File: src/rtl/hdlc_tx_pkg.sv
package hdlc_tx_pkg;
  localparam int OCTET = 8;
  localparam logic [OCTET-1:0] FLAG_BYTE = 8'h7E;

  typedef enum logic [2:0] {
    PH_FILL  = 3'd0,
    PH_OPEN  = 3'd1,
    PH_DATA  = 3'd2,
    PH_FCS   = 3'd3,
    PH_CLOSE = 3'd4,
    PH_ABORT = 3'd5
  } phase_e;
endpackage

File: src/rtl/hdlc_tx_crc.sv
module hdlc_tx_crc #(
  parameter int           W        = 16,
  parameter logic [W-1:0] POLY_REV = 16'h8408,
  parameter logic [W-1:0] SEED     = 16'hFFFF
) (
  input  logic         clk,
  input  logic         rst_n,
  input  logic         init,
  input  logic         adv,
  input  logic         din,
  output logic [W-1:0] crc_nxt
);
  logic [W-1:0] crc_q, crc_d;

  always_comb begin
    crc_nxt = crc_q;
    if (adv) crc_nxt = (crc_q >> 1) ^ ((crc_q[0] ^ din) ? POLY_REV : '0);
  end

  always_comb begin
    crc_d = init ? SEED : crc_nxt;
  end

  always_ff @(posedge clk or negedge rst_n) begin
    if (!rst_n) crc_q <= SEED;
    else        crc_q <= crc_d;
  end

  // the register restarts from the seed at the start of every frame body
  p_crc_seed_r6: assert property (@(posedge clk) disable iff (!rst_n)
    init |=> (crc_q == SEED));

  // the register only moves while data bits are being shifted or it is seeded
  p_crc_idle_r6: assert property (@(posedge clk) disable iff (!rst_n)
    (!init && !adv) |=> $stable(crc_q));
endmodule

File: src/rtl/hdlc_tx_stuff.sv
module hdlc_tx_stuff #(
  parameter int RUN = 5
) (
  input  logic clk,
  input  logic rst_n,
  input  logic adv,
  input  logic stuffable,
  input  logic bit_val,
  output logic insert
);
  localparam int CW = $clog2(RUN + 1);

  logic [CW-1:0] run_q, run_d;

  assign insert = (run_q == CW'(RUN));

  always_comb begin
    run_d = run_q;
    if (adv) begin
      if (insert)                    run_d = '0;
      else if (stuffable && bit_val) run_d = run_q + 1'b1;
      else                           run_d = '0;
    end
  end

  always_ff @(posedge clk or negedge rst_n) begin
    if (!rst_n) run_q <= '0;
    else        run_q <= run_d;
  end

  // an inserted zero always breaks the run
  p_run_cleared_r5: assert property (@(posedge clk) disable iff (!rst_n)
    (adv && insert) |=> (run_q == '0));

  // the run count never passes the insertion threshold
  p_run_bound_r5: assert property (@(posedge clk) disable iff (!rst_n)
    run_q <= CW'(RUN));

  // bits outside the frame body never feed the run
  p_run_body_only_r5: assert property (@(posedge clk) disable iff (!rst_n)
    (adv && !insert && !stuffable) |=> (run_q == '0));
endmodule

File: src/rtl/hdlc_tx_seq.sv
module hdlc_tx_seq
  import hdlc_tx_pkg::*;
#(
  parameter int FCS_W = 16
) (
  input  logic             clk,
  input  logic             rst_n,
  input  logic             step,
  input  logic             cfg_fcs_off,
  input  logic             cfg_fcs_corrupt,
  input  logic             cfg_fill_ones,
  input  logic             cfg_msb_first,
  input  logic             cfg_hold_start,
  input  logic             fifo_empty,
  input  logic [OCTET-1:0] fifo_data,
  input  logic             fifo_sop,
  input  logic             fifo_eop,
  input  logic [FCS_W-1:0] crc_nxt,
  output logic             fifo_pop,
  output logic             cur_bit,
  output logic             cur_stuffable,
  output logic             crc_init,
  output logic             crc_adv
);
  localparam int IW = $clog2(FCS_W);
  localparam int OW = $clog2(OCTET);

  phase_e           phase_q, phase_d;
  logic [IW-1:0]    idx_q, idx_d;
  logic [OCTET-1:0] byte_q, byte_d;
  logic             last_q, last_d;
  logic [FCS_W-1:0] fcs_q, fcs_d;
  logic             unit_end;
  logic [OW-1:0]    oct_idx;

  assign oct_idx  = idx_q[OW-1:0];
  assign unit_end = (phase_q == PH_FCS) ? (idx_q == IW'(FCS_W - 1))
                                        : (idx_q == IW'(OCTET - 1));

  // bit presented to the line for the current position
  always_comb begin
    cur_stuffable = 1'b0;
    case (phase_q)
      PH_FILL:  cur_bit = cfg_fill_ones | FLAG_BYTE[oct_idx];
      PH_OPEN,
      PH_CLOSE: cur_bit = FLAG_BYTE[oct_idx];
      PH_DATA: begin
        cur_stuffable = 1'b1;
        cur_bit = cfg_msb_first ? byte_q[OW'(OCTET - 1) - oct_idx] : byte_q[oct_idx];
      end
      PH_FCS: begin
        cur_stuffable = 1'b1;
        cur_bit = fcs_q[idx_q];
      end
      default:  cur_bit = 1'b1;
    endcase
  end

  assign crc_adv  = step && (phase_q == PH_DATA);
  assign crc_init = step && (phase_q == PH_OPEN) && unit_end;

  // sequencing across units
  always_comb begin
    phase_d  = phase_q;
    idx_d    = idx_q;
    byte_d   = byte_q;
    last_d   = last_q;
    fcs_d    = fcs_q;
    fifo_pop = 1'b0;
    if (step) begin
      idx_d = idx_q + 1'b1;
      if (unit_end) begin
        idx_d = '0;
        case (phase_q)
          PH_FILL: begin
            if (!fifo_empty) begin
              if (!fifo_sop)            fifo_pop = 1'b1;
              else if (!cfg_hold_start) phase_d  = PH_OPEN;
            end
          end
          PH_OPEN, PH_DATA: begin
            if ((phase_q == PH_DATA) && last_q) begin
              phase_d = cfg_fcs_off ? PH_CLOSE : PH_FCS;
              fcs_d   = cfg_fcs_corrupt ? crc_nxt : ~crc_nxt;
            end else if (fifo_empty) begin
              phase_d = PH_ABORT;
            end else begin
              fifo_pop = 1'b1;
              byte_d   = fifo_data;
              last_d   = fifo_eop;
              phase_d  = PH_DATA;
            end
          end
          PH_FCS:  phase_d = PH_CLOSE;
          default: phase_d = PH_FILL;
        endcase
      end
    end
  end

  always_ff @(posedge clk or negedge rst_n) begin
    if (!rst_n) begin
      phase_q <= PH_FILL;
      idx_q   <= '0;
      byte_q  <= '0;
      last_q  <= 1'b0;
      fcs_q   <= '0;
    end else begin
      phase_q <= phase_d;
      idx_q   <= idx_d;
      byte_q  <= byte_d;
      last_q  <= last_d;
      fcs_q   <= fcs_d;
    end
  end

  // a pop only happens on an enabled bit with a byte present
  p_pop_qualified_r3: assert property (@(posedge clk) disable iff (!rst_n)
    fifo_pop |-> (step && !fifo_empty));

  // a held start keeps the engine in fill
  p_hold_keeps_fill_r10: assert property (@(posedge clk) disable iff (!rst_n)
    (step && unit_end && (phase_q == PH_FILL) && cfg_hold_start) |=> (phase_q == PH_FILL));

  // an underrun inside a packet leads to the abort unit
  p_underrun_abort_r11: assert property (@(posedge clk) disable iff (!rst_n)
    (step && unit_end && (phase_q == PH_DATA) && !last_q && fifo_empty) |=> (phase_q == PH_ABORT));

  // the check sequence is always closed by a flag
  p_fcs_then_close_r6: assert property (@(posedge clk) disable iff (!rst_n)
    (step && unit_end && (phase_q == PH_FCS)) |=> (phase_q == PH_CLOSE));

  // no movement between enable pulses
  p_hold_between_r13: assert property (@(posedge clk) disable iff (!rst_n)
    !step |=> ($stable(phase_q) && $stable(idx_q)));
endmodule

File: src/rtl/hdlc_tx_engine.sv
module hdlc_tx_engine
  import hdlc_tx_pkg::*;
#(
  parameter int               FCS_W    = 16,
  parameter logic [FCS_W-1:0] POLY_REV = 16'h8408,
  parameter logic [FCS_W-1:0] SEED     = 16'hFFFF,
  parameter int               RUN      = 5
) (
  input  logic       clk,
  input  logic       rst_n,
  input  logic       bit_en,
  input  logic       cfg_fcs_off,
  input  logic       cfg_fcs_corrupt,
  input  logic       cfg_fill_ones,
  input  logic       cfg_msb_first,
  input  logic       cfg_invert,
  input  logic       cfg_hold_start,
  input  logic       fifo_empty,
  input  logic [7:0] fifo_data,
  input  logic       fifo_sop,
  input  logic       fifo_eop,
  output logic       fifo_pop,
  output logic       ser_out
);
  logic             insert;
  logic             step;
  logic             cur_bit;
  logic             cur_stuffable;
  logic             crc_init;
  logic             crc_adv;
  logic [FCS_W-1:0] crc_nxt;
  logic             line_q, line_d;

  assign step = bit_en && !insert;

  hdlc_tx_seq #(.FCS_W(FCS_W)) u_seq (
    .clk             (clk),
    .rst_n           (rst_n),
    .step            (step),
    .cfg_fcs_off     (cfg_fcs_off),
    .cfg_fcs_corrupt (cfg_fcs_corrupt),
    .cfg_fill_ones   (cfg_fill_ones),
    .cfg_msb_first   (cfg_msb_first),
    .cfg_hold_start  (cfg_hold_start),
    .fifo_empty      (fifo_empty),
    .fifo_data       (fifo_data),
    .fifo_sop        (fifo_sop),
    .fifo_eop        (fifo_eop),
    .crc_nxt         (crc_nxt),
    .fifo_pop        (fifo_pop),
    .cur_bit         (cur_bit),
    .cur_stuffable   (cur_stuffable),
    .crc_init        (crc_init),
    .crc_adv         (crc_adv)
  );

  hdlc_tx_crc #(.W(FCS_W), .POLY_REV(POLY_REV), .SEED(SEED)) u_crc (
    .clk     (clk),
    .rst_n   (rst_n),
    .init    (crc_init),
    .adv     (crc_adv),
    .din     (cur_bit),
    .crc_nxt (crc_nxt)
  );

  hdlc_tx_stuff #(.RUN(RUN)) u_stuff (
    .clk       (clk),
    .rst_n     (rst_n),
    .adv       (bit_en),
    .stuffable (cur_stuffable),
    .bit_val   (cur_bit),
    .insert    (insert)
  );

  always_comb begin
    line_d = line_q;
    if (bit_en) line_d = insert ? 1'b0 : cur_bit;
  end

  always_ff @(posedge clk or negedge rst_n) begin
    if (!rst_n) line_q <= 1'b1;
    else        line_q <= line_d;
  end

  assign ser_out = line_q ^ cfg_invert;

  // an insertion slot puts a zero on the line
  p_stuffed_zero_r5: assert property (@(posedge clk) disable iff (!rst_n)
    (bit_en && insert) |=> !line_q);

  // the line level holds without an enable pulse
  p_line_hold_r13: assert property (@(posedge clk) disable iff (!rst_n)
    !bit_en |=> $stable(line_q));

  // the queue is never consumed while an insertion slot is being sent
  p_no_pop_on_stuff_r3: assert property (@(posedge clk) disable iff (!rst_n)
    insert |-> !fifo_pop);
endmodule

File: config.mk
export PLATFORM = sky130hd
export DESIGN_NAME = hdlc_tx_engine
export DESIGN_NICKNAME = d
export VERILOG_FILES = /design/src/rtl/hdlc_tx_pkg.sv /design/src/rtl/hdlc_tx_crc.sv /design/src/rtl/hdlc_tx_stuff.sv /design/src/rtl/hdlc_tx_seq.sv /design/src/rtl/hdlc_tx_engine.sv
export SDC_FILE = /design/constraint.sdc
export NUM_CORES = 1
export LEC_CHECK = 0
export ABC_AREA = 1
export BUFFER_PORTS_ARGS = -buffer_cell sky130_fd_sc_hd__buf_2
export CAP_MARGIN = 40
export CORE_UTILIZATION = 55
export DETAILED_ROUTE_END_ITERATION = 7
export GPL_TIMING_DRIVEN = 0
export PLACE_DENSITY = 0.74
export SYNTH_ARGS = -nofsm -noshare
export SYNTH_HDL_FRONTEND = slang
export SYNTH_SLANG_ARGS = --single-unit
File: constraint.sdc
create_clock -name clk -period 2.23 [get_ports clk]
set_input_delay 0.446 -clock clk [delete_from_list [all_inputs] [get_ports clk]]
set_output_delay 0.446 -clock clk [all_outputs]
set_load 0.02 [all_outputs]
Word-level counts from Yosys, hierarchy flattened
Memory sizes are Yosys's and may differ from the RTL's.
Cells that the tools add are included.

storage, ports and cells
  flip-flop bits (word level) = 52
  memory bits (read-only) = 8
  input bits = 20
  output and inout port bits = 2
  logic and storage cells = 79
  memories = 1

operators by class
  $add $sub $neg = 3
  magnitude comparators = 3
  equal/unequal tests = 10
  multiplexer cells = 33
  bitwise gates (word level) = 7
  reductions and logical operators = 14

memory list
  name             depth  bits a word  rd ports  clocked after memory_dff  wr ports  RTL line           source
  (no name shown)  8      1            1         0                         0         hdlc_tx_seq.sv:44  PH_FILL: cur_bit = cfg_fill_ones | FLAG_BYTE[oct_idx];

operators with widths
  operator               number
  $mux W16               4
  $mux W3                8
  $not A16 Y16           1
  $xor A15 B16 Y16       1
  $mux W1                14
  $reduce_and A5 Y1      2
  $pmux W3 S3            1
  $lt A3 B4 Y1 const B   2
  $bmux W1 S3            2
  $eq A3 B2 Y1 const B   2
  $eq A3 B3 Y1 const B   2
  $logic_and A1 B1 Y1    6
  $ne A2 B2 Y1 const B   3
  $reduce_or A2 Y1       3
  $lt A4 B5 Y1 const B   1
  $add A4 B1 Y4 const B  1
  $bmux W1 S4            1
  $eq A4 B3 Y1 const B   1
  $eq A4 B4 Y1 const B   1
  $mux W4                1
  $pmux W1 S4            1
  $reduce_and A4 Y1      1
  $add A3 B1 Y3 const B  1
  $eq A3 B1 Y1 const B   1
  other kinds (7)        9

Depth between registers and ports, before layout
Gate-level depths: netlist of run 1.

  depth in word-level cells = 11
  gate-level depth with buffers = 18
  mapped depth without buffers = 17

Cells and area by module
A second synthesis of run 1 with hierarchy kept.

second synthesis, totals
  cell total of the unflattened synthesis = 422
  area, all modules = 3,139.3 um^2

by module, submodules not included
  module          times used  cells each  area an instance (um^2)  seq. area each (um^2)
  hdlc_tx_seq     1           290         2,080.7                  800.8
  hdlc_tx_crc     1           95          809.5                    420.4
  hdlc_tx_stuff   1           26          183.9                    75.1
  hdlc_tx_engine  1           11          65.1                     26.3

Worst setup path before layout of run 1
Ideal clock, no wire load.

  path type = reg-to-output
  start point = register u_stuff.run_q[0]
  end point = output port fifo_pop
  arrival time = 1.826 ns
  data required time = 1.784 ns
  path slack = -0.042 ns
  stages on the path, launching flop included = 7
  buffers on the path = 0
  path through = dfrtp_1 -> ha_1 -> nand2_1 -> nand2_1 -> inv_1 -> nand2_2 -> o41ai_1

on the way
  cells in the longest elaborated chain, start to end = 4

RTL lines
  item                    RTL line              source
  from (decl)             hdlc_tx_stuff.sv:13   logic [CW-1:0] run_q, run_d;
  from (signal assigned)  hdlc_tx_stuff.sv:28   else run_q <= run_d;
  $eq A3 B3 Y1            hdlc_tx_stuff.sv:15   assign insert = (run_q == CW'(RUN));
  $logic_not A1 Y1        hdlc_tx_engine.sv:34  assign step = bit_en && !insert;
  $logic_and A1 B1 Y1     hdlc_tx_engine.sv:34
  $mux W1                 hdlc_tx_seq.sv:70     if (step) begin
  to (decl)               hdlc_tx_engine.sv:22  output logic fifo_pop,

No other way between the ends.

Final worst setup path of run 1
  start point = register u_seq.phase_q[1]
  end point = output port fifo_pop

on the way
  cells in the longest elaborated chain, start to end = 6
  elaborated cells on any way between the ends = 11
  those cells by class = eq/ne (3); mux (5); reduce/logical (3)

RTL lines
  item                    RTL line                              source
  from (decl)             hdlc_tx_seq.sv:28                     phase_e phase_q, phase_d;
  from (signal assigned)  hdlc_tx_seq.sv:109                    phase_q <= phase_d;
  $eq A3 B2 Y1            hdlc_tx_seq.sv:74, hdlc_tx_seq.sv:82
  $logic_and A1 B1 Y1     hdlc_tx_seq.sv:82                     if ((phase_q == PH_DATA) && last_q) begin
  $mux W1                 hdlc_tx_seq.sv:82
  $pmux W1 S2             hdlc_tx_seq.sv:74                     case (phase_q)
  $mux W1 *               hdlc_tx_seq.sv:72                     if (unit_end) begin
  $mux W1 *               hdlc_tx_seq.sv:70

Mark *: on every way between the ends. The rest lies on a longest branch, timed or not.

==> results.py, run 1 <==
metrics = {
    "status": {
        "status": "finished, violations left",
        "violations": "setup timing",
    },
    "setup_path": {
        "critical_path.max_fanout": 3,
        "worst_setup_path_end_kind": "output pin",
        "path_class": "reg -> out",
        "critPathLaunchType": "register",
        "cp.arrival_ns": 1.79,
        "required_ns": 1.78,
    },
    "floorplan": {
        "die-area_um2": 5792,
        "start_util_pct": 58.03,
        "core_area_um2": 5205,
        "die_y_um": 76.11,
        "num_rows": 26,
        "io_pins": 22,
        "fp.dieW_um": 76.11,
    },
    "sta": {
        "slew_headroom_pct": 72.76,
        "rsz0062_at_grt": "yes",
        "finalWorstSetupSlack_ns": -0.001974,
        "hold_slack_ns": 0.03337,
        "slew_violations": 0,
        "tightest_slew_ns": 0.4086,
        "fin_crit_sh_pct": 100.1,
        "fmax_mhz": 448.0,
        "period_minus_slack_ns": 2.232,
        "fin_skew_ns": 0.01359,
        "finalSetupViolations": 1,
        "hold_violations": 0,
    },
    "route": {
        "drc": 0,
        "drt_wl_total_um": 6506,
        "highest-signal-layer": "met4",
        "routedWlPerCell_um": 13.53,
        "wirelength_met1_um": 3068,
        "wl_met3_um": 198,
        "viasPerCell": 5.227,
        "vias": 2514,
        "drtIter0Drc": 127,
        "ant_nets": 0,
        "wl_met2_um": 3132,
        "first_pass_iters": 4,
    },
    "power": {
        "power_density_nw_per_um2": 1128,
        "leakagePower_nw": 1.762,
        "peakVddDrop_v": 0.0006415,
    },
    "final_layout": {
        "fin_cells": 481,
        "drive_above_1_share_pct": 31.14,
        "final_util_pct": 68.53,
        "diodes": 0,
        "syn_to_final_growth_pct": 18.10,
        "fill_cells": 432,
        "nets": 435,
    },
    "global_routing": {
        "grt-ovfl-total": 0,
        "grt.total_usage_pct": 24.65,
        "grt_max_degree": 39,
        "grt_pass1_wl_um": 11290,
        "antenna_found_initial": 0,
        "grt_pass1_vias": 2405,
    },
    "logic_synthesis": {
        "synth-seq-cells": 52,
        "yosysMostFrequentCell": "nand2_1",
        "synthTopCellsByArea": "dfrtp_1, dfstp_2, nand2_1",
        "synthCells": 366,
        "yosysTopAreaCell": "dfrtp_1",
        "ys_top_cells_by_count": "nand2_1, inv_1, dfrtp_1",
        "seq_area_frac_synth_pct": 43.79,
        "synth_nets": 391,
        "async_flop_share_pct": 100.0,
        "synth_cell_type_count": 42,
        "ys.flop_type": "dfrtp_1",
        "netlist_area_um2": 3020,
        "synth.avg_cell_area_um2": 8.252,
        "synth_edf_count": 0,
        "yosys.area.top_type_share_pct": 29.00,
        "synth_warnings": 0,
    },
    "clock_network": {
        "cts_tree": "yes",
        "insertion_delay_ns": 0.32,
        "clk_pin_slew_ns": 0.10,
        "clock-root-buffer": "clkbuf_8",
        "cts_made_buffers": 5,
        "cts.sinks": 52,
        "ctsHtreeMaxLevel": 2,
        "clk_path_buf_depth": 2,
    },
    "placed_design": {
        "io_buffers": 21,
        "place_congestion": 0.8281,
        "dp_hpwl_um": 4714,
        "place_inst": 458,
    },
    "job": {
        "cap_violations": 0,
    },
    "hold_path": {
        "hp-class": "in -> async",
    },
}
[flip-flops by register name, summed over array words and instances, names as in the netlist]
name,count
u_crc.crc_q,16
line_q,1
u_seq.byte_q,8
u_seq.idx_q,4
u_seq.fcs_q,16
u_seq.last_q,1
u_seq.phase_q,3
u_stuff.run_q,3
[routing by layer]
metal  track usage, %  vias to the layer above
li1                 -                     1278
met1            33.41                     1187
met2            40.18                       38
met3            4.551                       11
met4            7.692                        0
met5                0                        -
[metrics by stage]
step	TNS [ns]	instance area [um^2]	power, mW	setup slack (ns)
2_1_floorplan	0	3028	2.765	0.2287
3_3_place_gp	-0.1821	3221	3.097	-0.1821
3_5_place_dp	-0.2232	3241	3.143	-0.2232
4_1_cts	-0.001914	3438	3.796	-0.001914
5_1_grt	-0.1593	3567	4.335	-0.1283
6_report	-0.001974	3567	4.023	-0.001974
[layout by cell type, fill, tap and decap left out, types with 10 or more instances in the layout]
cell     synthesis  routed
nand2_1         85      80
buf_4            3      18
a21oi_1         33      33
dfstp_2         17      17
inv_2           10      11
nor2_1          22      21
dfrtp_1         35      32
buf_2            2      22
o21ai_1         14      14
nand3_1         29      29
o21ai_0         13      13
nand2_2          6      10
inv_1           37      34
[what timing repair did]
item                       4_1_cts  5_1_grt
hold buffers                     0        0
pin swaps                        4        2
setup buffers                   12        4
gates resized for setup         12       21
setup endpoints to repair        1        8
[cell type report]
type | count | area, um^2 | area share [%]
clock inverters | 2 | 11.26 | 0.3157
inverters | 48 | 186.4 | 5.226
flip-flops and latches | 52 | 1326 | 37.18
multi-input cells | 253 | 1504 | 42.16
clock buffers | 6 | 72.57 | 2.034
plain buffers | 12 | 123.9 | 3.472
well taps | 70 | 87.58 | 2.455
repair buffers | 38 | 255.2 | 7.155
[report_power, final]
group / switching (mW) / total [mW] / internal [mW] / leakage [nW]
Clock: 0.322 / 0.544 / 0.221 / 0.0455
Sequential: 0.236 / 1.57 / 1.33 / 0.565
Combinational: 1.11 / 1.91 / 0.805 / 1.15
[logic make-up (layout without fill, tap and decap cells)]
| family | after synthesis | count (layout) | share of synthesized area (%) |
|---|---|---|---|
| muxes | 14 | 14 | 4.764 |
| xor gates and xnor gates | 3 | 3 | 0.8701 |
| buffers and inverters | 61 | 106 | 10.27 |
| adders and majority gates | 5 | 5 | 2.071 |
| AOI/OAI and AO/OA | 67 | 67 | 11.68 |
| DFF | 52 | 52 | 43.79 |
| and+or+nand+nor | 164 | 164 | 26.55 |
[worst max-delay path, stage by stage (launching register included)]
cell and delay, ns:
dfrtp_1 0.37, inv_2 0.06, buf_4 0.14, nor2_2 0.13, inv_2 0.07, nor2_4 0.15
nand2_2 0.10, inv_2 0.10, nor2_4 0.05, nand3_4 0.07, o41ai_4 0.07, buf_4 0.16
[final timing paths]
| kind | from | to | slack (ns) | depth (start not counted) |
|---|---|---|---|---|
| max in group asynchronous | rst_n | u_crc.crc_q[5] | 1.61 | 2 |
| setup reg to reg | u_seq.phase_q[1] | u_seq.fcs_q[8] | 0.17 | 12 |
| hold reg to reg | line_q | line_q | 0.49 | 2 |
| hold / removal | rst_n | u_seq.idx_q[0] | 0.03 | 1 |
| setup / recovery | u_seq.phase_q[1] | fifo_pop | -0.002 | 11 |
| min in group clk | fifo_data[4] | u_seq.byte_q[4] | 0.33 | 2 |
No activity file was read; power rests on OpenSTA's default activity.
==> run 2: changes to the inputs <==
--- a/config.mk
+++ b/config.mk
@@ -5,7 +5,7 @@
 export SDC_FILE = /design/constraint.sdc
 export NUM_CORES = 1
 export LEC_CHECK = 0
-export ABC_AREA = 1
+export ABC_AREA = 0
 export BUFFER_PORTS_ARGS = -buffer_cell sky130_fd_sc_hd__buf_2
 export CAP_MARGIN = 40
 export CORE_UTILIZATION = 55
@@ -15,3 +15,4 @@
 export SYNTH_ARGS = -nofsm -noshare
 export SYNTH_HDL_FRONTEND = slang
 export SYNTH_SLANG_ARGS = --single-unit
+export TNS_END_PERCENT = 1
==> constraint.sdc (replaced) <==
create_clock -name clk -period 2.23 [get_ports clk]
set_input_delay 0.446 -clock clk [delete_from_list [all_inputs] [get_ports clk]]
set_output_delay 0.446 -clock clk [all_outputs]
set_load 0.05 [all_outputs]
==> run 2 against run 1 <==
Effect of this change: the flow still finishes with violations (setup timing); utilization grew 0.40 points; first-iteration DRC count is 17% lower; sequential power is 4% higher.
==> results.py, run 2 <==
metrics = {
    "status": {
        "status": "finished, violations left",
        "violations": "setup timing",
    },
    "setup_path": {
        "required_ns": 2.47,
        "cp_slowest_stage_delay_ns": 0.54,
        "ff2ff_setup_slack_ns": -0.17,
        "rr_worst_depth": 8,
        "path_class": "reg -> reg",
        "path_cells": "mux4_2, mux2i_4, nor4_2, nor3_2, o211ai_4, mux2i_2, or4_1, nand3_1",
        "cp.arrival_ns": 2.64,
        "critical_path.max_fanout": 4,
        "worst_setup_path_end_kind": "register",
        "r2r_start": "u_seq.idx_q[0]",
        "critPathSlowestCell": "mux4_2",
        "r2r_end": "u_seq.fcs_q[15]",
        "critPathLaunchType": "register",
    },
    "sta": {
        "period_minus_slack_ns": 2.401,
        "tightest_slew_ns": 0.7623,
        "fin_skew_ns": 0.009764,
        "slew_violations": 0,
        "hold_violations": 0,
        "finalSetupViolations": 14,
        "fin_crit_sh_pct": 107.7,
        "rsz0062_at_grt": "yes",
        "finalWorstSetupSlack_ns": -0.1707,
        "slew_headroom_pct": 48.79,
        "fmax_mhz": 416.5,
    },
    "route": {
        "first_pass_iters": 4,
        "drc": 0,
        "vias": 2182,
        "ant_nets": 0,
        "routedWlPerCell_um": 15.96,
        "drt_wl_total_um": 6401,
        "viasPerCell": 5.441,
        "drtIter0Drc": 106,
    },
    "global_routing": {
        "grt-ovfl-total": 0,
        "grt_pass1_wl_um": 10170,
        "grt_max_degree": 36,
        "antenna_found_initial": 0,
        "grt.total_usage_pct": 24.62,
        "grt_pass1_vias": 2171,
    },
    "final_layout": {
        "syn_to_final_growth_pct": 20.93,
        "largest_registers": "u_crc.crc_q x16, u_seq.fcs_q x16, u_seq.byte_q x8",
        "drive_above_1_share_pct": 34.74,
        "final_util_pct": 68.93,
        "nets": 355,
        "diodes": 0,
        "layout_commonest_cell": "nand2_1",
        "most-common-layout-cells": "nand2_1, dfrtp_1, nor2_1, buf_2",
        "fin_cells": 401,
        "stdcell_area_um2": 3498,
    },
    "power": {
        "peakVddDrop_v": 0.0006791,
        "power_density_nw_per_um2": 1239,
        "leakagePower_nw": 1.640,
    },
    "clock_network": {
        "cts.sinks": 52,
        "cts_made_buffers": 5,
        "clock-root-buffer": "clkbuf_8",
        "cts_tree": "yes",
        "clk_path_buf_depth": 2,
        "ctsHoldBuffers": 0,
        "ctsHtreeMaxLevel": 2,
        "insertion_delay_ns": 0.31,
        "clk_pin_slew_ns": 0.10,
    },
    "logic_synthesis": {
        "ys.flop_type": "dfrtp_1",
        "synth_edf_count": 0,
        "ys_top_cells_by_count": "dfrtp_1, nand2_1, nor2_1",
        "async_flop_share_pct": 100.0,
        "synth_warnings": 0,
        "netlist_area_um2": 2893,
        "synth-seq-cells": 52,
        "yosys.area.top_type_share_pct": 30.28,
        "synth_cell_type_count": 47,
        "seq_area_frac_synth_pct": 45.72,
        "synthCells": 281,
        "synthTopCellsByArea": "dfrtp_1, dfstp_2, mux2i_1",
        "synth_nets": 306,
        "synth.avg_cell_area_um2": 10.29,
        "yosysTopAreaCell": "dfrtp_1",
    },
    "placed_design": {
        "place_inst": 372,
        "place_congestion": 0.8211,
        "dp_hpwl_um": 4133,
        "io_buffers": 20,
        "placed_area_um2": 3102,
        "dp_slack_ns": -0.2746,
    },
    "floorplan": {
        "core_area_um2": 5075,
        "start_util_pct": 57.00,
        "die_y_um": 74.53,
        "io_pins": 22,
        "num_rows": 26,
        "fp.dieW_um": 74.53,
        "die-area_um2": 5554,
    },
    "hold_path": {
        "hp-class": "in -> async",
    },
    "job": {
        "cap_violations": 0,
    },
}
-- run 2: how the worst max path moves through the flow --
stage	startpoint	endpoint	slack [ns]	cells after the start
global route	u_seq.phase_q[2]	fifo_pop	-0.23	8
detailed placement	u_seq.idx_q[0]	u_seq.fcs_q[15]	-0.27	8
floorplan	u_seq.idx_q[2]	u_seq.fcs_q[15]	-0.03	8
finish	u_seq.idx_q[0]	u_seq.fcs_q[15]	-0.17	8
global placement	u_seq.idx_q[0]	u_seq.fcs_q[15]	-0.25	8
CTS	u_seq.idx_q[0]	u_seq.fcs_q[15]	-0.14	8
-- run 2: logic make-up (layout without fill, tap and decap cells) --
logic type,count (synthesis),after routing,share of synthesized area (%)
AO/OA/AOI/OAI,47,48,10.68
XOR/XNOR,22,22,6.661
adder cells (fa/ha/maj),5,5,2.163
buffers and inverters,26,75,4.325
flip-flops,52,52,45.72
multiplexers,37,37,15.40
AND/OR/NAND/NOR,92,92,15.05
-- run 2: area by class of cell --
cell class	count	area [um^2]
buffer	16	112.6
clock buffer	6	72.57
clock inverter	2	38.79
fill	403	1577
inverter	10	37.54
multi-input combinational	204	1525
sequential	52	1325
tap	70	87.58
timing repair buffer	41	299.0
-- run 2: report_power, final --
part,internal (mW),switching (mW),leakage (nW)
sequential,1.38,0.248,0.647
clock,0.339,0.312,0.0558
combinational,0.970,1.09,0.938
total,2.69,1.65,1.64
-- run 2: routing by layer --
layer | wire (um) | part of all wire [%] | track usage [%]
met1 | 2740 | 43 | 28.56
met2 | 3283 | 51 | 45.35
met3 | 224 | 3.5 | 4.201
met4 | 153 | 2.4 | 9.015
met5 | 0 | 0 | 0
-- run 2: through the flow --
step	hold WS [ns]	total power, mW	TNS, ns
after floorplan	0.1504	2.927	-0.03150
after global placement	0.4634	3.238	-1.523
after detailed placement	0.4128	3.298	-2.087
after CTS	0.07430	4.258	-1.284
after global routing	0.08998	4.613	-2.544
final	0.06870	4.334	-1.049
-- run 2: critical path, delay by kind of cell (launching register included) --
kind,cells,cell delay [ns]
AND/OR/NAND/NOR,4,0.85
multiplexers,3,0.91
AO/OA/AOI/OAI,1,0.16
flip-flops,1,0.42
-- run 2: timing repair --
item                       in CTS  in global routing
setup endpoints to repair      27                 37
resized for setup              31                 13
gates cloned                    1                  0
setup buffers                  19                  1
pin swaps                       6                  3
==> run 3: changes to the inputs <==
--- a/config.mk
+++ b/config.mk
@@ -5,7 +5,7 @@
 export SDC_FILE = /design/constraint.sdc
 export NUM_CORES = 1
 export LEC_CHECK = 0
-export ABC_AREA = 0
+export ABC_AREA = 1
 export BUFFER_PORTS_ARGS = -buffer_cell sky130_fd_sc_hd__buf_2
 export CAP_MARGIN = 40
 export CORE_UTILIZATION = 55
==> constraint.sdc (replaced) <==
create_clock -name clk -period 2.23 [get_ports clk]
set_input_delay 0.1115 -clock clk [delete_from_list [all_inputs] [get_ports clk]]
set_output_delay 0.1115 -clock clk [all_outputs]
set_load 0.05 [all_outputs]
==> run 3 against run 2 <==
Effect of this change: the flow now finishes without violations; largest power group unchanged; sequential power down 4%; largest cell class unchanged; global-route usage decreased by 0.59 points; via count is 13% higher; sequential share of layout area is 0.085 points higher; hold slack got worse by 0.062 ns.
==> results.py, run 3 (synthesized netlist as in run 1, its figures left out) <==
metrics = {
    "floorplan": {
        "num_rows": 26,
        "io_pins": 22,
        "die_y_um": 76.11,
        "fp.dieW_um": 76.11,
        "core_area_um2": 5205,
        "start_util_pct": 58.03,
        "die-area_um2": 5792,
    },
    "route": {
        "ant_nets": 0,
        "vias": 2472,
        "viasPerCell": 5.139,
        "drt_wl_total_um": 6439,
        "drtIter0Drc": 113,
        "drc": 0,
        "first_pass_iters": 4,
        "routedWlPerCell_um": 13.39,
    },
    "global_routing": {
        "grt_pass1_wl_um": 10990,
        "grt_max_degree": 39,
        "grt_pass1_vias": 2313,
        "grt-ovfl-total": 0,
        "antenna_found_initial": 0,
        "grt.total_usage_pct": 24.03,
    },
    "final_layout": {
        "syn_to_final_growth_pct": 15.78,
        "stdcell_area_um2": 3497,
        "drive_above_1_share_pct": 28.71,
        "largest_registers": "u_crc.crc_q x16, u_seq.fcs_q x16, u_seq.byte_q x8",
        "layout_commonest_cell": "nand2_1",
        "nets": 435,
        "diodes": 0,
        "fin_cells": 481,
        "most-common-layout-cells": "nand2_1, inv_1, a21oi_1, dfrtp_1, nand3_1",
    },
    "setup_path": {
        "path_class": "reg -> out",
        "critPathLaunchType": "register",
        "r2r_start": "u_seq.idx_q[1]",
        "worst_setup_path_end_kind": "output pin",
        "rr_worst_depth": 14,
        "required_ns": 2.12,
        "r2r_end": "u_seq.fcs_q[3]",
        "critical_path.max_fanout": 5,
        "ff2ff_setup_slack_ns": 0.18,
        "cp.arrival_ns": 1.98,
    },
    "sta": {
        "hold_violations": 0,
        "fmax_mhz": 478.4,
        "fin_skew_ns": 0.01503,
        "slew_headroom_pct": 73.09,
        "finalSetupViolations": 0,
        "fin_crit_sh_pct": 93.74,
        "hold_slack_ns": 0.006525,
        "tightest_slew_ns": 0.4036,
        "period_minus_slack_ns": 2.090,
        "finalWorstSetupSlack_ns": 0.1396,
        "slew_violations": 0,
    },
    "power": {
        "leakagePower_nw": 1.746,
        "p_total_mw": 3.860,
        "peakVddDrop_v": 0.0005775,
        "power_density_nw_per_um2": 1104,
    },
    "placed_design": {
        "placed_area_um2": 3241,
        "dp_slack_ns": 0.01210,
        "place_congestion": 0.8281,
        "place_inst": 458,
        "dp_hpwl_um": 4714,
        "io_buffers": 21,
    },
    "job": {
        "cap_violations": 0,
    },
    "clock_network": {
        "clock-root-buffer": "clkbuf_8",
        "cts_tree": "yes",
        "clk_path_buf_depth": 2,
        "ctsHtreeMaxLevel": 2,
        "cts.sinks": 52,
        "insertion_delay_ns": 0.32,
        "cts_made_buffers": 5,
        "clk_pin_slew_ns": 0.10,
    },
    "hold_path": {
        "holdPathEnd": "u_seq.last_q",
        "hp-class": "in -> reg",
        "hold_depth": 2,
        "min_from": "fifo_eop",
    },
    "status": {
        "status": "complete, no violations",
    },
}
-- run 3: routing by layer --
layer  global-route usage, %  share of wire (%)
met5                       0                  0
met4                   6.346                1.0
met3                   4.311                2.6
met2                   39.18                 48
met1                   33.13                 48
-- run 3: worst max-delay path by stage --
stage                                 from       end  cells past startpoint
after floorplan           u_stuff.run_q[0]  fifo_pop                      6
after detailed placement  u_stuff.run_q[0]  fifo_pop                     10
after CTS                 u_seq.phase_q[2]  fifo_pop                     10
final                     u_seq.phase_q[1]  fifo_pop                     11
after global routing      u_seq.phase_q[1]  fifo_pop                      9
after global placement    u_stuff.run_q[0]  fifo_pop                     10
-- run 3: area by class of cell --
cell class	instances	area [um^2]
fillers	452	1708
multi-input cells	253	1434
flip-flops and latches	52	1328
repair buffers	37	245.2
inverters	48	183.9
plain buffers	13	135.1
well taps	70	87.58
clock buffers	6	72.57
clock inverters	2	11.26
-- run 3: metrics by stage --
step / TNS (ns) / utilization, %
after CTS: 0 / 64.71
final: 0 / 67.19
after floorplan: 0 / -
after global placement: 0 / 61.88
after global routing: -0.002508 / 67.19
after detailed placement: 0 / 62.26
-- run 3: report_power, final --
| part | leakage (nW) | switching, mW | internal [mW] |
|---|---|---|---|
| clock network | 0.0455 | 0.318 | 0.221 |
| logic | 1.14 | 1.07 | 0.694 |
| registers | 0.563 | 0.226 | 1.33 |
-- run 3: critical path: stages (launching register included) --
cell and delay (ns):
dfrtp_1 0.42, inv_2 0.12, nor2_2 0.06, inv_2 0.07, nor2_4 0.05, nand2_1 0.13, inv_1 0.09, nor2_2 0.16
nand3_4 0.13, buf_8 0.15, o41ai_2 0.04, buf_4 0.25
-- run 3: timing repair --
action                                  in CTS  in global routing
cloned                                       0                  0
endpoints found under the setup margin       1                  3
endpoints found under the hold margin       14                  0
gates resized for setup                      7                 10
hold buffers                                 2                  0
buffers inserted                             1                 12
pin swaps                                    1                  4
